<file path="src/rtl/pgs_pkg.sv">
package pgs_pkg;

    typedef enum logic [2:0] {
        ST_IDLE,
        ST_DN_ISO,
        ST_DN_SW,
        ST_UP_SW,
        ST_UP_ISO
    } pgs_state_e;

    localparam logic [11:0] OFF_CTRL   = 12'h000;
    localparam logic [11:0] OFF_GATE   = 12'h260;
    localparam logic [11:0] OFF_UP_TIM = 12'h264;
    localparam logic [11:0] OFF_DN_TIM = 12'h268;

    localparam int HI_FIELD_LSB = 8;

endpackage

</file>
<file path="src/rtl/pgs_timer.sv">
module pgs_timer #(
    parameter int DLY_W = 6
) (
    input  logic             clk,
    input  logic             rst_n,
    input  logic             load,
    input  logic [DLY_W-1:0] load_val,
    output logic             expire
);
    logic [DLY_W-1:0] cnt_q;
    logic [DLY_W-1:0] eff_val;

    // a zero field still costs one cycle
    assign eff_val = (load_val == '0) ? DLY_W'(1) : load_val;

    always_ff @(posedge clk or negedge rst_n) begin
        if (!rst_n) begin
            cnt_q <= '0;
        end else if (load) begin
            cnt_q <= eff_val;
        end else if (cnt_q != '0) begin
            cnt_q <= cnt_q - DLY_W'(1);
        end
    end

    assign expire = (cnt_q == DLY_W'(1));

endmodule

</file>
<file path="src/rtl/pgs_regs.sv">
module pgs_regs
    import pgs_pkg::*;
#(
    parameter int ADDR_W = 12,
    parameter int DATA_W = 32,
    parameter int DLY_W  = 6
) (
    input  logic              clk,
    input  logic              rst_n,
    input  logic              psel,
    input  logic              penable,
    input  logic              pwrite,
    input  logic [ADDR_W-1:0] paddr,
    input  logic [DATA_W-1:0] pwdata,
    output logic [DATA_W-1:0] prdata,
    input  logic              busy,
    input  logic              run_dn,
    input  logic              run_up,
    output logic              ctrl_wr,
    output logic              dn_req,
    output logic              up_req,
    output logic              gate_en,
    output logic [DLY_W-1:0]  up_sw_dly,
    output logic [DLY_W-1:0]  up_iso_dly,
    output logic [DLY_W-1:0]  dn_iso_dly,
    output logic [DLY_W-1:0]  dn_sw_dly
);
    localparam int HI_LSB  = HI_FIELD_LSB;
    localparam int GAP_W   = HI_LSB - DLY_W;
    localparam int TOP_W   = DATA_W - HI_LSB - DLY_W;
    localparam int CTRL_PAD = DATA_W - 3;

    logic wr_acc;
    logic sel_ctrl, sel_gate, sel_up, sel_dn;
    logic unused_wdata;

    assign wr_acc   = psel && penable && pwrite;
    assign sel_ctrl = (paddr == ADDR_W'(OFF_CTRL));
    assign sel_gate = (paddr == ADDR_W'(OFF_GATE));
    assign sel_up   = (paddr == ADDR_W'(OFF_UP_TIM));
    assign sel_dn   = (paddr == ADDR_W'(OFF_DN_TIM));

    assign ctrl_wr = wr_acc && sel_ctrl;
    assign dn_req  = pwdata[0];
    assign up_req  = pwdata[1];
    assign unused_wdata = ^pwdata;

    always_ff @(posedge clk or negedge rst_n) begin
        if (!rst_n) begin
            gate_en    <= 1'b0;
            up_sw_dly  <= DLY_W'(1);
            up_iso_dly <= DLY_W'(1);
            dn_iso_dly <= DLY_W'(1);
            dn_sw_dly  <= DLY_W'(1);
        end else if (wr_acc) begin
            if (sel_gate) begin
                gate_en <= pwdata[0];
            end
            if (sel_up) begin
                up_sw_dly  <= pwdata[DLY_W-1:0];
                up_iso_dly <= pwdata[HI_LSB+DLY_W-1:HI_LSB];
            end
            if (sel_dn) begin
                dn_iso_dly <= pwdata[DLY_W-1:0];
                dn_sw_dly  <= pwdata[HI_LSB+DLY_W-1:HI_LSB];
            end
        end
    end

    always_comb begin
        prdata = '0;
        if (psel && !pwrite) begin
            if (sel_ctrl) begin
                prdata = {busy, {CTRL_PAD{1'b0}}, run_up, run_dn};
            end else if (sel_gate) begin
                prdata = {{(DATA_W-1){1'b0}}, gate_en};
            end else if (sel_up) begin
                prdata = {{TOP_W{1'b0}}, up_iso_dly, {GAP_W{1'b0}}, up_sw_dly};
            end else if (sel_dn) begin
                prdata = {{TOP_W{1'b0}}, dn_sw_dly, {GAP_W{1'b0}}, dn_iso_dly};
            end
        end
    end

endmodule

</file>
<file path="src/rtl/pgs_fsm.sv">
module pgs_fsm
    import pgs_pkg::*;
#(
    parameter int DLY_W = 6
) (
    input  logic             clk,
    input  logic             rst_n,
    input  logic             ctrl_wr,
    input  logic             dn_req,
    input  logic             up_req,
    input  logic             gate_en,
    input  logic [DLY_W-1:0] up_sw_dly,
    input  logic [DLY_W-1:0] up_iso_dly,
    input  logic [DLY_W-1:0] dn_iso_dly,
    input  logic [DLY_W-1:0] dn_sw_dly,
    input  logic             expire,
    output logic             timer_load,
    output logic [DLY_W-1:0] timer_val,
    output logic             iso_en,
    output logic             pwr_on,
    output logic             done,
    output logic             busy,
    output logic             run_dn,
    output logic             run_up
);
    pgs_state_e state_q, state_nxt;
    logic start_up, start_dn;

    // power-up wins when both bits arrive together
    assign start_up = ctrl_wr && up_req && (state_q == ST_IDLE);
    assign start_dn = ctrl_wr && dn_req && !up_req && (state_q == ST_IDLE);

    always_ff @(posedge clk or negedge rst_n) begin
        if (!rst_n) begin
            state_q <= ST_IDLE;
        end else begin
            state_q <= state_nxt;
        end
    end

    always_comb begin
        state_nxt  = state_q;
        timer_load = 1'b0;
        timer_val  = '0;
        unique case (state_q)
            ST_IDLE: begin
                if (start_up) begin
                    state_nxt  = ST_UP_SW;
                    timer_load = 1'b1;
                    timer_val  = up_sw_dly;
                end else if (start_dn) begin
                    state_nxt  = ST_DN_ISO;
                    timer_load = 1'b1;
                    timer_val  = dn_iso_dly;
                end
            end
            ST_DN_ISO: begin
                if (expire) begin
                    state_nxt  = ST_DN_SW;
                    timer_load = 1'b1;
                    timer_val  = dn_sw_dly;
                end
            end
            ST_DN_SW: begin
                if (expire) state_nxt = ST_IDLE;
            end
            ST_UP_SW: begin
                if (expire) begin
                    state_nxt  = ST_UP_ISO;
                    timer_load = 1'b1;
                    timer_val  = up_iso_dly;
                end
            end
            ST_UP_ISO: begin
                if (expire) state_nxt = ST_IDLE;
            end
            default: state_nxt = ST_IDLE;
        endcase
    end

    always_ff @(posedge clk or negedge rst_n) begin
        if (!rst_n) begin
            iso_en <= 1'b0;
            pwr_on <= 1'b1;
            done   <= 1'b0;
        end else begin
            done <= 1'b0;
            unique case (state_q)
                ST_IDLE: begin
                    if (start_up) begin
                        pwr_on <= 1'b1;
                    end else if (start_dn) begin
                        iso_en <= 1'b1;
                    end
                end
                ST_DN_SW: begin
                    if (expire) begin
                        if (gate_en) pwr_on <= 1'b0;
                        done <= 1'b1;
                    end
                end
                ST_UP_ISO: begin
                    if (expire) begin
                        iso_en <= 1'b0;
                        done   <= 1'b1;
                    end
                end
                ST_DN_ISO, ST_UP_SW: ;
                default: ;
            endcase
        end
    end

    assign busy   = (state_q != ST_IDLE);
    assign run_dn = (state_q == ST_DN_ISO) || (state_q == ST_DN_SW);
    assign run_up = (state_q == ST_UP_SW) || (state_q == ST_UP_ISO);

endmodule

</file>
<file path="src/rtl/pwr_island_seq.sv">
module pwr_island_seq #(
    parameter int ADDR_W = 12,
    parameter int DATA_W = 32,
    parameter int DLY_W  = 6
) (
    input  logic              clk,
    input  logic              rst_n,
    input  logic              psel,
    input  logic              penable,
    input  logic              pwrite,
    input  logic [ADDR_W-1:0] paddr,
    input  logic [DATA_W-1:0] pwdata,
    output logic [DATA_W-1:0] prdata,
    output logic              iso_en,
    output logic              pwr_on,
    output logic              busy,
    output logic              done
);
    logic             ctrl_wr, dn_req, up_req, gate_en;
    logic [DLY_W-1:0] up_sw_dly, up_iso_dly, dn_iso_dly, dn_sw_dly;
    logic             timer_load, expire;
    logic [DLY_W-1:0] timer_val;
    logic             run_dn, run_up;

    pgs_regs #(.ADDR_W(ADDR_W), .DATA_W(DATA_W), .DLY_W(DLY_W)) u_regs (
        .clk(clk), .rst_n(rst_n),
        .psel(psel), .penable(penable), .pwrite(pwrite),
        .paddr(paddr), .pwdata(pwdata), .prdata(prdata),
        .busy(busy), .run_dn(run_dn), .run_up(run_up),
        .ctrl_wr(ctrl_wr), .dn_req(dn_req), .up_req(up_req),
        .gate_en(gate_en),
        .up_sw_dly(up_sw_dly), .up_iso_dly(up_iso_dly),
        .dn_iso_dly(dn_iso_dly), .dn_sw_dly(dn_sw_dly)
    );

    pgs_timer #(.DLY_W(DLY_W)) u_timer (
        .clk(clk), .rst_n(rst_n),
        .load(timer_load), .load_val(timer_val), .expire(expire)
    );

    pgs_fsm #(.DLY_W(DLY_W)) u_fsm (
        .clk(clk), .rst_n(rst_n),
        .ctrl_wr(ctrl_wr), .dn_req(dn_req), .up_req(up_req),
        .gate_en(gate_en),
        .up_sw_dly(up_sw_dly), .up_iso_dly(up_iso_dly),
        .dn_iso_dly(dn_iso_dly), .dn_sw_dly(dn_sw_dly),
        .expire(expire),
        .timer_load(timer_load), .timer_val(timer_val),
        .iso_en(iso_en), .pwr_on(pwr_on), .done(done),
        .busy(busy), .run_dn(run_dn), .run_up(run_up)
    );

endmodule

</file>
<file path="config.mk">
export PLATFORM = sky130hd
export DESIGN_NAME = pwr_island_seq
export DESIGN_NICKNAME = d
export VERILOG_FILES = /design/src/rtl/pgs_pkg.sv /design/src/rtl/pgs_timer.sv /design/src/rtl/pgs_regs.sv /design/src/rtl/pgs_fsm.sv /design/src/rtl/pwr_island_seq.sv
export SDC_FILE = /design/constraint.sdc
export NUM_CORES = 1
export LEC_CHECK = 0
export BUFFER_PORTS_ARGS = -buffer_cell sky130_fd_sc_hd__buf_2
export CORE_ASPECT_RATIO = 2
export CORE_MARGIN = 10
export CORE_UTILIZATION = 45
export CTS_CLUSTER_DIAMETER = 60
export CTS_CLUSTER_SIZE = 16
export DETAILED_ROUTE_END_ITERATION = 16
export HOLD_SLACK_MARGIN = 0.15
export PLACE_DENSITY = 0.76
export RECOVER_POWER = 50
export SYNTH_ARGS = -nofsm -noshare
export SYNTH_HDL_FRONTEND = slang
export SYNTH_SLANG_ARGS = --single-unit
</file>
<file path="constraint.sdc">
create_clock -name clk -period 3.9 [get_ports clk]
set_clock_uncertainty 0.15 [all_clocks]
set_input_delay 1.17 -clock clk [delete_from_list [all_inputs] [get_ports clk]]
set_output_delay 1.17 -clock clk [all_outputs]
set_load 0.005 [all_outputs]
</file>
==> impl_metrics.csv <==
group,metric,value,unit
worst_setup_path,critPathTopFamily,"simple AND/OR/NAND/NOR gates",
power_and_ir_drop,finalPower,0.000939,W
floorplanning,die_area,0.00879,mm^2
global_route,grt_overflow,0,
cells_and_area,drive_above_1_share,37.4,%
floorplanning,dieWidth,71.5,um
job,cap_violations,1,
logic_synthesis,yosysWarningCount,0,
sta,slew_viol_final,38,
logic_synthesis,netlist_area,0.00239,mm^2
power_and_ir_drop,pwr-share-comb,23.3,%
power_and_ir_drop,p_int,0.000641,W
worst_setup_path,worstSetupPathType,"in -> out",
sta,setup_violations,12,
sta,finalSetupTns,-3.87,ns
clocking,clk_latency,0.30,ns
sta,slew_headroom,-31.1,%
global_route,use_met3,4.41,%
power_and_ir_drop,power_density,330,mW/mm^2
worst_hold_path,min_path_type,"reg -> reg",
power_and_ir_drop,power.share.clock,29.0,%
worst_setup_path,crit_path_max_incr_delay,0.56,ns
detailed_routing,drc,0,
clocking,cts_max_path_buffers,2,
sta,finalHoldViolCount,0,
logic_synthesis,synth_seq_area_share,39.0,%
logic_synthesis,synthCells,234,
logic_synthesis,syn_area_per_cell,10.2,um^2
power_and_ir_drop,sw_frac_of_total,31.7,%
global_route,grt_busiest_layer,"met2",
placement,gp_congestion,0.861,
floorplanning,rows,37,
worst_setup_path,crit_chain,"buf_6 -> or4_4 -> or4_4 -> o311ai_2 -> buf_4 -> buf_12 -> nor2_1 -> buf_2",
run_status,status,"finished, violations left",
worst_setup_path,crit_buf_inv,4,
worst_setup_path,worst_path_max_delay_cell,"or4_4",
global_route,antenna_found_initial,0,
worst_setup_path,cp.required,2.58,ns
floorplanning,die_height,123,um
detailed_routing,dr.pass1.iters,4,
clocking,ctsHoldBuffers,0,
logic_synthesis,synthFlopType,"dfrtp_1",
global_route,grt_use_met2,25.4,%
sta,achievable-frequency,236,MHz
detailed_routing,wl_per_cell,17.4,um
worst_setup_path,cp_data_arrival_time,2.92,ns
worst_hold_path,hold_depth,1,
floorplanning,start_util,46.5,%
detailed_routing,vias,1939,
detailed_routing,detail_route.iter0.violations,44,
clocking,root_buffer,"clkbuf_8",
worst_setup_path,r2r_slack,1.57,ns
worst_hold_path,hold_path_end,"u_fsm.pwr_on",
worst_setup_path,reg2regPathDepth,5,
clocking,cts_buffers,5,
worst_setup_path,regToRegEndpoint,"u_timer.cnt_q[0]",
logic_synthesis,ys_seq_elements,37,
placement,dpl_worst_slack,-0.477,ns
worst_hold_path,worstHoldStart,"u_regs.gate_en",
worst_setup_path,critPathMostFrequentCell,"or4_4",
worst_setup_path,end_kind,"output pin",
placement,placement.cell_area,0.00268,mm^2
global_route,grt_pass1_vias,2025,
sta,fin_crit_sh,109,%
detailed_routing,wl,6.05,mm
global_route,gr-usage-met1,12.7,%
run_status,failed_checks,"capacitance limit, slew limit, setup timing",
clocking,cts_tree,"done",
sta,setup_slack,-0.341,ns
placement,post-place-cells,337,
global_route,grt_max_degree,38,
power_and_ir_drop,vdd.ir_drop.worst,345,uV
worst_setup_path,startpoint_type,"input pin",
clocking,clock-sinks,37,
worst_setup_path,crit_fanout,10,
sta,period_needed,4.24,ns
power_and_ir_drop,p_sw,0.000298,W
logic_synthesis,synth_edf_count,0,
clocking,cts.htree.levels,2,
global_route,grt_use_total,13.5,%
logic_synthesis,ys_types,51,
cells_and_area,area_growth,19.3,%
power_and_ir_drop,p_leak,1.33,nW
detailed_routing,ant_nets,0,
floorplanning,ios,85,
floorplanning,fp.coreArea,0.00514,mm^2
cells_and_area,final_nets,339,
sta,tightest_slew,1.97,ns
sta,rsz0062_at_grt,"yes",
cells_and_area,post-route-cell-area,0.00285,mm^2
worst_setup_path,reg2reg_from,"u_fsm.state_q[1]",
placement,dp_hpwl,4.77,mm
cells_and_area,diodes,0,
placement,port_buffers,45,
detailed_routing,avgViaCountPerCell,5.59,
logic_synthesis,async_flop_share,100,%
cells_and_area,final_cells,347,
global_route,grt_first_pass_wirelength,9.62,mm
power_and_ir_drop,p_seq_share,47.8,%
clocking,clk_pin_slew,0.08,ns
[worst max path at each step]
| stage | startpoint | to | slack (ns) | depth (start not counted) |
|---|---|---|---|---|
| floorplan | paddr[10] | prdata[3] | -0.13 | 7 |
| global placement | paddr[10] | prdata[2] | -0.43 | 8 |
| detailed placement | paddr[10] | prdata[2] | -0.48 | 8 |
| CTS | paddr[10] | prdata[2] | -0.34 | 8 |
| global route | paddr[6] | prdata[2] | -0.40 | 8 |
| finish | paddr[6] | prdata[2] | -0.34 | 8 |
[cell usage after synthesis, drive strengths merged (4+ instances only)]
cell type | n | share of area, %
a21oi | 4 | 0.84
buf | 26 | 7.9
o21ai | 4 | 0.84
nor2b | 5 | 1.3
mux2 | 26 | 14
nor2 | 20 | 3.1
nor3 | 8 | 1.7
dfstp | 5 | 5.5
nand2 | 11 | 1.7
nor4 | 7 | 2.7
mux2i | 12 | 5.0
clkbuf | 6 | 0.94
nand3 | 7 | 1.5
dfrtp | 32 | 34
or3 | 4 | 1.0
a22oi | 15 | 4.7
[registers in the layout (all words and copies together), names as in the netlist]
name and cells:
u_timer.cnt_q 6, u_regs.up_sw_dly 6, u_regs.gate_en 1, u_regs.up_iso_dly 6
u_regs.dn_iso_dly 6, u_fsm.pwr_on 1, u_fsm.done 1, u_fsm.iso_en 1
u_fsm.state_q 3, u_regs.dn_sw_dly 6
[cells by family (layout without fill, tap and decap cells)]
kind of cell | after synthesis | in the layout | share of synthesized area, %
DFF | 37 | 37 | 39.0
and+or+nand+nor | 75 | 75 | 17.3
other | 1 | 19 | 0.157
adders and majority gates | 2 | 2 | 1.05
xor gates and xnor gates | 4 | 4 | 1.47
AOI/OAI and AO/OA | 42 | 42 | 12.8
muxes | 38 | 38 | 18.9
buffers and inverters | 35 | 72 | 9.33
[power groups by stage]
stage	Clock, W	Sequential [W]	Combinational [W]
floorplan	0	0.000446	0.000165
global placement	0	0.000453	0.000211
detailed placement	0	0.000456	0.000217
CTS	0.000278	0.000448	0.000222
global route	0.000293	0.000454	0.000251
finish	0.000272	0.000449	0.000218
[through the flow]
| stage | util [%] | hold WS, ns |
|---|---|---|
| after global routing | 55.4 | 0.377 |
| after CTS | 55.0 | 0.339 |
| after detailed placement | 52.1 | 0.325 |
| after floorplan | - | 0.261 |
| after global placement | 52.1 | 0.321 |
| final | 55.4 | 0.328 |
[layer usage]
layer	vias up	part of all wire [%]
li1	935	-
met1	927	35
met2	66	56
met3	11	7.1
met4	0	2.3
met5	-	0
[what timing repair did]
item | in CTS | in global routing
pin swaps | 5 | 5
buffers inserted | 2 | 0
cloned | 0 | 0
endpoints found under the setup margin | 13 | 13
gates resized for setup | 9 | 5
[cell type report]
type                    instances  area (um^2)
clock buffers                   5         68.8
clock inverters                 3         17.5
fillers                       462         2290
inverters                       3         11.3
multi-input cells             180         1370
flip-flops and latches         37          932
well taps                      58         72.6
repair buffers                 61          379
[layout by cell type, fill, tap and decap left out, types with 3 or more instances in the layout]
master / instances
a22oi_2: 3
dfrtp_1: 32
a21oi_1: 4
o21ai_0: 4
mux2_1: 9
xnor2_1: 3
a31oi_1: 3
dfstp_2: 5
conb_1: 19
nand3_1: 7
mux2i_1: 12
nor2_1: 20
buf_4: 12
clkbuf_8: 5
mux2_2: 7
nor4_1: 5
or4_4: 3
nand2_1: 11
nor2b_1: 5
o221ai_1: 3
mux2_4: 10
buf_6: 5
a22oi_1: 12
nor3_1: 7
inv_1: 3
buf_2: 41
(Power assumes the default switching activity.)
